--- config.mk ---
export PLATFORM = sky130hd
export DESIGN_NAME = irq_ctrl_bank
export DESIGN_NICKNAME = d
export VERILOG_FILES = /design/src/rtl/icb_pkg.sv /design/src/rtl/icb_pending.sv /design/src/rtl/icb_nrm_gate.sv /design/src/rtl/icb_rd_mux.sv /design/src/rtl/irq_ctrl_bank.sv
export SDC_FILE = /design/constraint.sdc
export NUM_CORES = 1
export LEC_CHECK = 0
export CAP_MARGIN = 30
export CORE_MARGIN = 3
export CORE_UTILIZATION = 55
export DETAILED_ROUTE_END_ITERATION = 8
export PLACE_DENSITY = 0.74
export SLEW_MARGIN = 20
export SYNTH_ARGS = -nofsm -noshare
export SYNTH_HDL_FRONTEND = slang
export SYNTH_SLANG_ARGS = --single-unit
--- constraint.sdc ---
create_clock -name clk_i -period 4.5 [get_ports clk_i]
set_clock_uncertainty 0.15 [all_clocks]
set_input_delay 0.675 -clock clk_i [delete_from_list [all_inputs] [get_ports clk_i]]
set_output_delay 0.675 -clock clk_i [all_outputs]
set_load 0.005 [all_outputs]
--- src/rtl/icb_pkg.sv ---
package icb_pkg;
  localparam int OFS_CTRL      = 0;
  localparam int OFS_MASK      = 1;
  localparam int OFS_EN_NUM    = 2;
  localparam int OFS_DIS_NUM   = 3;
  localparam int OFS_EN_HI     = 4;
  localparam int OFS_EN_LO     = 5;
  localparam int OFS_TYP_HI    = 6;
  localparam int OFS_TYP_LO    = 7;
  localparam int OFS_PRIO_LO   = 8;
  localparam int OFS_PRIO_HI   = 15;
  localparam int OFS_SRC_HI    = 18;
  localparam int OFS_SRC_LO    = 19;
  localparam int OFS_FRC_HI    = 20;
  localparam int OFS_FRC_LO    = 21;
  localparam int OFS_NPND_HI   = 22;
  localparam int OFS_NPND_LO   = 23;
  localparam int OFS_FPND_HI   = 24;
  localparam int OFS_FPND_LO   = 25;
  localparam int CTRL_W        = 6;
endpackage

--- src/rtl/icb_pending.sv ---
module icb_pending #(
  parameter int NUM_SRC = 64,
  parameter int HALF    = 32
) (
  input  logic               clk_i,
  input  logic               rst_ni,
  input  logic [NUM_SRC-1:0] src_i,
  input  logic               frc_hi_i,
  input  logic               frc_lo_i,
  input  logic [HALF-1:0]    frc_data_i,
  output logic [NUM_SRC-1:0] pend_o
);
  logic [NUM_SRC-1:0] src_q, pend_q, pend_d;

  // capture level changes only; a held level leaves force results alone
  always_comb begin
    pend_d = pend_q;
    for (int i = 0; i < NUM_SRC; i++)
      if (src_i[i] != src_q[i]) pend_d[i] = src_i[i];
    if (frc_hi_i) pend_d[NUM_SRC-1:HALF] = frc_data_i;
    if (frc_lo_i) pend_d[HALF-1:0]       = frc_data_i;
  end

  always_ff @(posedge clk_i or negedge rst_ni) begin
    if (!rst_ni) begin
      src_q  <= '0;
      pend_q <= '0;
    end else begin
      src_q  <= src_i;
      pend_q <= pend_d;
    end
  end

  assign pend_o = pend_q;
endmodule

--- src/rtl/icb_nrm_gate.sv ---
module icb_nrm_gate #(
  parameter int NUM_SRC = 64,
  parameter int PRIO_W  = 4,
  parameter int MASK_W  = 5
) (
  input  logic [NUM_SRC-1:0]             flags_i,
  input  logic [NUM_SRC-1:0][PRIO_W-1:0] prio_i,
  input  logic [MASK_W-1:0]              mask_i,
  output logic                           hit_o
);
  logic [NUM_SRC-1:0] above;

  for (genvar n = 0; n < NUM_SRC; n++) begin : g_cmp
    assign above[n] = flags_i[n] && (MASK_W'(prio_i[n]) > mask_i);
  end

  assign hit_o = (mask_i == '1) ? (|flags_i) : (|above);
endmodule

--- src/rtl/icb_rd_mux.sv ---
module icb_rd_mux
  import icb_pkg::*;
#(
  parameter int NUM_SRC    = 64,
  parameter int DATA_W     = 32,
  parameter int MASK_W     = 5,
  parameter int ADDR_W     = 6,
  parameter int PRIO_WORDS = 8
) (
  input  logic [ADDR_W-1:0]                 addr_i,
  input  logic [CTRL_W-1:0]                 ctrl_i,
  input  logic [MASK_W-1:0]                 mask_i,
  input  logic [NUM_SRC-1:0]                en_i,
  input  logic [NUM_SRC-1:0]                typ_i,
  input  logic [NUM_SRC-1:0]                pend_i,
  input  logic [PRIO_WORDS-1:0][DATA_W-1:0] prio_i,
  output logic [DATA_W-1:0]                 rdata_o
);
  localparam int HALF = NUM_SRC / 2;

  logic [NUM_SRC-1:0] npnd, fpnd;
  assign npnd = pend_i & en_i & ~typ_i;
  assign fpnd = pend_i & en_i & typ_i;

  always_comb begin
    rdata_o = '0;
    case (int'(addr_i))
      OFS_CTRL:    rdata_o = DATA_W'(ctrl_i);
      OFS_MASK:    rdata_o = DATA_W'(mask_i);
      OFS_EN_HI:   rdata_o = en_i[NUM_SRC-1:HALF];
      OFS_EN_LO:   rdata_o = en_i[HALF-1:0];
      OFS_TYP_HI:  rdata_o = typ_i[NUM_SRC-1:HALF];
      OFS_TYP_LO:  rdata_o = typ_i[HALF-1:0];
      OFS_SRC_HI:  rdata_o = pend_i[NUM_SRC-1:HALF];
      OFS_SRC_LO:  rdata_o = pend_i[HALF-1:0];
      OFS_NPND_HI: rdata_o = npnd[NUM_SRC-1:HALF];
      OFS_NPND_LO: rdata_o = npnd[HALF-1:0];
      OFS_FPND_HI: rdata_o = fpnd[NUM_SRC-1:HALF];
      OFS_FPND_LO: rdata_o = fpnd[HALF-1:0];
      default: begin
        // priority words sit in reverse order
        for (int w = 0; w < PRIO_WORDS; w++)
          if (int'(addr_i) == OFS_PRIO_HI - w) rdata_o = prio_i[w];
      end
    endcase
  end
endmodule

--- src/rtl/irq_ctrl_bank.sv ---
module irq_ctrl_bank
  import icb_pkg::*;
#(
  parameter int NUM_SRC = 64,
  parameter int DATA_W  = 32,
  parameter int PRIO_W  = 4,
  parameter int MASK_W  = 5,
  parameter int ADDR_W  = 6
) (
  input  logic               clk_i,
  input  logic               rst_ni,
  input  logic [NUM_SRC-1:0] src_i,
  input  logic               req_i,
  input  logic               we_i,
  input  logic [ADDR_W-1:0]  addr_i,
  input  logic [DATA_W-1:0]  wdata_i,
  output logic [DATA_W-1:0]  rdata_o,
  output logic               nrm_irq_o,
  output logic               fst_irq_o
);
  localparam int HALF       = NUM_SRC / 2;
  localparam int PER_WORD   = DATA_W / PRIO_W;
  localparam int PRIO_WORDS = NUM_SRC / PER_WORD;
  localparam int IDX_W      = $clog2(NUM_SRC);

  logic                                wr;
  logic [CTRL_W-1:0]                   ctrl_q;
  logic [MASK_W-1:0]                   mask_q;
  logic [NUM_SRC-1:0]                  en_q, typ_q, pend_q;
  logic [PRIO_WORDS-1:0][DATA_W-1:0]   prio_q;
  logic [NUM_SRC-1:0][PRIO_W-1:0]      src_prio;
  logic                                nrm_hit, nrm_q, fst_q;

  assign wr = req_i && we_i;

  always_ff @(posedge clk_i or negedge rst_ni) begin
    if (!rst_ni) begin
      ctrl_q <= '0;
      mask_q <= '1;
      en_q   <= '0;
      typ_q  <= '0;
      prio_q <= '0;
    end else if (wr) begin
      case (int'(addr_i))
        OFS_CTRL:    ctrl_q <= wdata_i[CTRL_W-1:0];
        OFS_MASK:    mask_q <= wdata_i[MASK_W-1:0];
        OFS_EN_NUM:  en_q[wdata_i[IDX_W-1:0]] <= 1'b1;
        OFS_DIS_NUM: en_q[wdata_i[IDX_W-1:0]] <= 1'b0;
        OFS_EN_HI:   en_q[NUM_SRC-1:HALF] <= wdata_i;
        OFS_EN_LO:   en_q[HALF-1:0]       <= wdata_i;
        OFS_TYP_HI:  typ_q[NUM_SRC-1:HALF] <= wdata_i;
        OFS_TYP_LO:  typ_q[HALF-1:0]       <= wdata_i;
        default: begin
          for (int w = 0; w < PRIO_WORDS; w++)
            if (int'(addr_i) == OFS_PRIO_HI - w) prio_q[w] <= wdata_i;
        end
      endcase
    end
  end

  icb_pending #(.NUM_SRC(NUM_SRC), .HALF(HALF)) i_pending (
    .clk_i      (clk_i),
    .rst_ni     (rst_ni),
    .src_i      (src_i),
    .frc_hi_i   (wr && int'(addr_i) == OFS_FRC_HI),
    .frc_lo_i   (wr && int'(addr_i) == OFS_FRC_LO),
    .frc_data_i (wdata_i),
    .pend_o     (pend_q)
  );

  for (genvar n = 0; n < NUM_SRC; n++) begin : g_prio
    assign src_prio[n] = prio_q[n / PER_WORD][PRIO_W*(n % PER_WORD) +: PRIO_W];
  end

  icb_nrm_gate #(.NUM_SRC(NUM_SRC), .PRIO_W(PRIO_W), .MASK_W(MASK_W)) i_nrm_gate (
    .flags_i (pend_q & en_q & ~typ_q),
    .prio_i  (src_prio),
    .mask_i  (mask_q),
    .hit_o   (nrm_hit)
  );

  icb_rd_mux #(
    .NUM_SRC(NUM_SRC), .DATA_W(DATA_W), .MASK_W(MASK_W),
    .ADDR_W(ADDR_W), .PRIO_WORDS(PRIO_WORDS)
  ) i_rd_mux (
    .addr_i  (addr_i),
    .ctrl_i  (ctrl_q),
    .mask_i  (mask_q),
    .en_i    (en_q),
    .typ_i   (typ_q),
    .pend_i  (pend_q),
    .prio_i  (prio_q),
    .rdata_o (rdata_o)
  );

  always_ff @(posedge clk_i or negedge rst_ni) begin
    if (!rst_ni) begin
      nrm_q <= 1'b0;
      fst_q <= 1'b0;
    end else begin
      nrm_q <= nrm_hit;
      fst_q <= |(pend_q & en_q & typ_q);
    end
  end

  assign nrm_irq_o = nrm_q;
  assign fst_irq_o = fst_q;
endmodule

==> Word-level counts from Yosys, hierarchy flattened <==
Index checks and enable logic that the tools add are counted.
{ "op_classes": {"mux": 80, "shifts": 0, "mul": 0, "reduce_logical": 153, "div_mod_pow": 0, "n_lt_le_gt_ge": 66, "bitwise": 8, "add_sub_neg": 0, "n_eq_ne": 88} }
{ "ops": {"columns": ["cell", "count"], "rows": [
  ["$pmux 32 s12", 1],
  ["$gt 4x5->1", 64],
  ["$mux 32", 10],
  ["$and 64x64->64", 4],
  ["$pmux 32 s3", 2],
  ["$reduce_or 64->1", 3],
  ["$not 64->64", 2],
  ["$reduce_bool 2->1", 64],
  ["$eq 6x5->1 const B", 14],
  ["$logic_and 1x1->1", 68],
  ["$mux 1", 66],
  ["$ne 1x1->1", 64],
  ["$or 64x64->64", 1],
  ["$eq 6x3->1 const B", 4],
  ["$reduce_and 3->1", 8],
  ["$eq 6x2->1 const B", 2],
  ["$eq 6x6->1 const B", 2],
  ["$reduce_and 2->1", 6],
  ["$reduce_or 8->1", 1],
  ["$lt 6x7->1 const B", 1],
  ["$demux 1 s6", 1],
  ["$eq 6x1->1 const B", 1],
  ["$ge 6x1->1 const B", 1],
  ["$logic_not 6->1", 1],
  ["other kinds (3)", 4]
]} }
{ "word_totals": {"mem_bits_ro": 0, "latchBits": 0, "memories": 0, "inputBits": 106, "reg_bits": 525, "ram_bits": 0, "elab_cells": 476} }

==> Logic depth before layout (Yosys ltp) <==
{ "logic_depth": {"depth_word": 10, "mapped_depth": 10} }

==> Cells and area by module <==
From an unflattened synthesis, not the netlist that was laid out.
{ "hier_totals": {"hier_cells": 3258, "hier_area_um2": 33528.4} }
{ "by_module_without_submodules": {"columns": ["module", "area_each_um2", "seq_area_each_um2", "instances", "cells_per_inst"], "rows": [
  ["irq_ctrl_bank", 17116.4, 9940.8, 1, 1375],
  ["icb_nrm_gate", 5954.5, 0.0, 1, 771],
  ["icb_rd_mux", 5456.5, 0.0, 1, 752],
  ["icb_pending", 5001.0, 3203.1, 1, 360]
]} }

==> Worst setup path before layout <==
Ideal clock, no wire load.
{ "synth_path": {"kind": "register to register", "startpoint": "reg mask_q[1]", "endpoint": "reg nrm_q, in the netlist nrm_irq_o", "path_buffers": 0, "synth_period_minus_slack_ps": 3457, "path_slack_ps": 1043, "path_stages_with_launch": 10, "setup_ps": 137, "arrival_time_ps": 3171, "path_cell_list": "dfstp_2 -> inv_1 -> ha_1 -> nor2b_1 -> o211ai_1 -> a2111oi_0 -> a2111oi_0 -> o2111ai_1 -> nor4_1 -> a22oi_1"} }
{ "synth_between": {"elab_chain_cells": 4} }
{ "synth_lines": {"columns": ["item", "line", "text"], "rows": [
  ["start: declaration", "irq_ctrl_bank.sv:28", "logic [MASK_W-1:0] mask_q;"],
  ["start signal: assignment", "irq_ctrl_bank.sv:46", "OFS_MASK: mask_q <= wdata_i[MASK_W-1:0];"],
  ["$gt 4x5->1", "icb_nrm_gate.sv:14", "assign above[n] = flags_i[n] && (MASK_W'(prio_i[n]) > mask_i);"],
  ["$logic_and 1x1->1", "icb_nrm_gate.sv:14", null],
  ["$reduce_or 64->1", "icb_nrm_gate.sv:17", "assign hit_o = (mask_i == '1) ? (|flags_i) : (|above);"],
  ["$mux 1 *", "icb_nrm_gate.sv:17", null],
  ["net i_nrm_gate.hit_o", "icb_nrm_gate.sv:9", "output logic hit_o"],
  ["end signal: assignment", "irq_ctrl_bank.sv:101", "nrm_q <= nrm_hit;"],
  ["end: declaration", "irq_ctrl_bank.sv:32", "logic nrm_hit, nrm_q, fst_q;"]
]} }
Mark *: on every way through the listed nets, which the timed path passes. The rest lies on a longest branch.
A chain may end at the register's enable or synchronous reset.

==> Worst setup path in the final report <==
{ "layout_path": {"startpoint": "in addr_i[2]", "endpoint": "out rdata_o[20]"} }
{ "layout_between": {"elab_chain_cells": 10} }
{ "layout_lines": {"columns": ["item", "line", "text"], "rows": [
  ["start: declaration", "irq_ctrl_bank.sv:15", "input logic [ADDR_W-1:0] addr_i,"],
  ["$eq 6x5->1", "icb_rd_mux.sv:43", "if (int'(addr_i) == OFS_PRIO_HI - w) rdata_o = prio_i[w];"],
  ["$mux 32 (8 in series)", "icb_rd_mux.sv:43", null],
  ["$pmux 32 s12 *", "icb_rd_mux.sv:27", "case (int'(addr_i))"],
  ["end: declaration", "irq_ctrl_bank.sv:17", "output logic [DATA_W-1:0] rdata_o,"]
]} }
Every way passes the cells marked *; elsewhere a longest branch is shown, timed or not.

==> impl.org <==
** Synth
- Of all flip-flops after synthesis, the portion carrying an async set or reset was 100%.
- For this run, the leading register cell type out of synthesis is sky130_fd_sc_hd__dfrtp_1.
- Cell types with the highest counts after synthesis :: sky130_fd_sc_hd__dfrtp_1 (520), sky130_fd_sc_hd__nand2_1 (350), sky130_fd_sc_hd__o21ai_0 (321), sky130_fd_sc_hd__mux2_2 (315), sky130_fd_sc_hd__ha_1 (256)
- Of all cell types, the one taking the most synthesized area is sky130_fd_sc_hd__dfrtp_1.
- Synthesized area divided by synthesized cell count :: 9.86 um^2
- Synthesis produced a netlist with a net count of 3537.
- In the post-synthesis netlist, the cell with the most instances is sky130_fd_sc_hd__dfrtp_1.
- Yosys warnings :: 0
- After synthesis the cells add up to 0.0313 mm^2.
- Cell types occupying the most area after synthesis :: sky130_fd_sc_hd__dfrtp_1 (42%), sky130_fd_sc_hd__mux2_2 (11%), sky130_fd_sc_hd__ha_1 (10%), sky130_fd_sc_hd__o21ai_0 (5.1%), sky130_fd_sc_hd__nand2_1 (4.2%)
- Synth unique cells :: 60
- Proportion of netlist area held by the largest area contributor :: 41.6%
- Number of standard cells after synthesis :: 3175
- Synthesis inferred 525 register bits.
- EDFF count, synth :: 0
- For this run, the register share of the synthesized area comes to 42.0%.

** Clock network
- After clock tree synthesis, the clock-pin slew on the worst setup and hold paths is 0.06 ns.
- Clock tree synthesis selected as its root buffer the cell sky130_fd_sc_hd__clkbuf_16.
- Post-CTS Setup Repair Bufs :: 0
- TritonCTS built the clock tree.
- Number of instances resized during post-cts repair :: 0
- TritonCTS sink count :: 525
- Number of buffers inserted during clock tree synthesis :: 57
- Post-CTS Hold Buffers :: 0
- The H-tree was split into 2 levels.
- Clock latency on the worst-skew pair :: 0.64 ns
- Counting along the longest clock path gives a buffer depth of 3.

** STA
- For this run, the top clock speed supported by timing is 223 MHz.
- Number of failing setup endpoints in the final timing report :: 0
- Max Transition Viols Final :: 0
- Transition time at the pin with the least slew margin :: 1.08 ns
- Hold Slack :: -0.0456 ns
- Dividing the final minimum period by the clock period gives 99.7%.
- Unrepaired setup endpoints after global routing :: yes
- The number of endpoints with negative hold slack in the final report was 10.
- Relative slew slack :: 28.1%
- Tmin final :: 4.49 ns
- Once routing completed, OpenROAD measured the worst setup slack at 0.0119 ns.

** Global route
- Overflow left after global routing :: 0
- The first global-routing pass estimated 197 mm of wire.
- Number of global-route vias before repair :: 28605
- Entering global routing, the biggest net connects 107 pins.
- The initial antenna violation count is 8.
- Across every metal layer, demand over resource in global routing totals 45.0%.

** Route
- Detail-routed via count per cell :: 7.18
- Number of vias in the routed layout :: 29608
- The pre-antenna-repair detailed-routing pass consisted of 6 iterations.
- The routed design has 137 mm of wire.
- The detail route stage leaves a number of antenna-violating nets equal to 0.
- For this run, design rule violations remaining after detail routing come to 0.
- Initial drt markers :: 4425
- Average detailed-routed wire length per instance :: 33.1 um

** Die
- The region available for standard cell placement spans 0.0557 mm^2.
- After floorplanning, the core was divided into 86 placement rows.
- DIE HEIGHT :: 245 um
- In this run the count of I/O pins placed on the die edge is 140.
- Full die area :: 0.0598 mm^2
- The initial utilization of the core area, before any placement, comes to 56.1%.
- From left edge to right edge, the die measures 245 um.

** Setup path
- In this design, the stage delay of the slowest critical-path cell is 0.68 ns.
- Among the stages of the critical path, the cell type that occurs most often is sky130_fd_sc_hd__clkdlybuf4s50_1.
- STA classifies the critical path startpoint as an input pin.
- Required arrival time at the worst endpoint :: 3.67 ns
- Grouping stages by cell kind, the critical path spends the most delay in buffers and inverters.
- Data arrives at the worst endpoint at 3.66 ns.
- In this run the worst path has a maximum fanout of 24.
- Kind of end point of the critical path :: output pin
- For this design, the slowest cell found on the critical path is sky130_fd_sc_hd__clkdlybuf4s50_1.
- Traced cell by cell, the critical path runs through clkdlybuf4s50_1 -> nand2b_1 -> buf_4 -> nor2_2 -> buf_12 -> a22oi_1 -> nand4_1 -> o21ai_0 -> o2111ai_1 -> clkdlybuf4s50_1.
- Together, buffers and inverters on the worst path number 4.
- The worst setup path is of the in -> out kind.

** Cells and area
- In the final layout, the share of cells above drive strength 1 is 18.1%.
- Area grow syn2layout :: 16.7%
- Final net count :: 3691

** Placed design
- Minimum setup slack after placement :: 0.117 ns
- Routability-driven placement finished with a final weighted congestion of 1.05.
- The HPWL after detailed placement is 101 mm.
- Input and output buffers added on the ports amount to 139.

** Power
- Power density cells :: 368 mW/mm^2
- Summed over all cells, the static leakage comes to 16.4 nW.
- Peak ir drop on the vdd network :: 0.331 mV
- Summing internal, switching and leakage power gives 13.5 mW.

** Status
- Run status :: complete, but fails checks
- The final reports fail on hold timing.

** Hold path
- In this run the worst hold path is classified as in -> async.

** Flow run
- Number of maximum-capacitance constraint violations :: 0
[flip-flops by register name (all words and copies together) (netlist names)]
| name | cells |
|---|---|
| mask_q | 5 |
| en_q | 64 |
| ctrl_q | 6 |
| typ_q | 64 |
| nrm_irq_o | 1 |
| i_pending.pend_o | 64 |
| i_pending.src_q | 64 |
| prio_q | 256 |
| fst_irq_o | 1 |
[where the power goes]
group / internal [mW] / switching (mW)
clock network: 3.26 / 2.10
logic: 1.01 / 1.49
registers: 5.09 / 0.505
[cell type report]
type                    instances  area [um^2]
multi-input cells            2359        17100
repair buffers                284         2860
inverters                     102          383
clock inverters                26          488
well taps                     748          936
diodes                          1         2.50
fillers                      4522        19200
clock buffers                  80         1620
flip-flops and latches        525        13100
[layout by cell type (no fill, tap or decap), drive strengths merged, types with 10 or more instances in the layout]
| cell | instances |
|---|---|
| clkbuf | 80 |
| nand4 | 95 |
| bufinv | 13 |
| nand2b | 12 |
| inv | 103 |
| o21ai | 344 |
| o211ai | 73 |
| and3 | 16 |
| a21oi | 161 |
| nand3 | 85 |
| and3b | 10 |
| nor3b | 13 |
| buf | 148 |
| nand3b | 31 |
| nor3 | 23 |
| clkinv | 11 |
| clkdlybuf4s50 | 135 |
| mux2i | 14 |
| maj3 | 13 |
| nand2 | 350 |
| o2111ai | 12 |
| nor2b | 47 |
| a221oi | 19 |
| nor2 | 113 |
| a41oi | 11 |
| a22oi | 123 |
| ha | 256 |
| a41o | 19 |
| nor4 | 14 |
| o21a | 20 |
| a31o | 10 |
| or3 | 13 |
| mux2 | 315 |
| a222oi | 47 |
| dfrtp | 520 |
| a31oi | 38 |
[worst paths after layout]
check	to	cells after the start	startpoint	slack (ns)
max	rdata_o[20]	10	addr_i[2]	0.01
min	prio_q[156]	1	rst_ni	-0.05
max reg2reg	nrm_irq_o	13	mask_q[3]	0.67
min reg2reg	prio_q[220]	1	prio_q[220]	0.36
max in group asynchronous	mask_q[0]	2	rst_ni	3.05
min in group clk_i	prio_q[220]	1	prio_q[220]	0.36
[metal layers]
layer	up-vias	GRT usage, %	routed length [um]
li1	12261	-	-
met1	14726	59.8	51800
met2	2141	66.7	58300
met3	470	13.6	17900
met4	10	22.8	8560
met5	-	0	65
[logic make-up after synthesis]
logic type | after synthesis | share of synthesized area, %
fa+ha+maj | 269 | 10.7
simple gates | 844 | 13.2
mux | 329 | 11.8
flops | 525 | 42.0
buf+inv | 291 | 3.65
compound gates | 917 | 18.7
[through the flow]
step	instances	area, um^2	TNS [ns]	utilization, %	hold WS, ns
after global placement	4015	34400	0	61.7	0.341
after CTS	4122	36500	0	65.5	0.0287
after detailed placement	4016	34400	0	61.7	0.352
after global routing	4124	36500	-0.00255	65.5	0.0638
after floorplan	3175	31300	0	-	0.229
final	4125	36500	0	65.5	-0.0456
[worst reg2reg max path: stages, from the launching register on]
cell and delay (ns):
sky130_fd_sc_hd__dfstp_2 0.62, sky130_fd_sc_hd__inv_2 0.25, sky130_fd_sc_hd__buf_4 0.29, sky130_fd_sc_hd__ha_1 0.35
sky130_fd_sc_hd__and4_1 0.24, sky130_fd_sc_hd__or3_1 0.17, sky130_fd_sc_hd__a21oi_1 0.08, sky130_fd_sc_hd__buf_4 0.18
sky130_fd_sc_hd__a2111oi_0 0.45, sky130_fd_sc_hd__buf_4 0.21, sky130_fd_sc_hd__nand4_1 0.09, sky130_fd_sc_hd__nor4_1 0.29
sky130_fd_sc_hd__buf_4 0.19, sky130_fd_sc_hd__a22oi_1 0.13
Note: power is estimated with default switching activity, not from simulation.
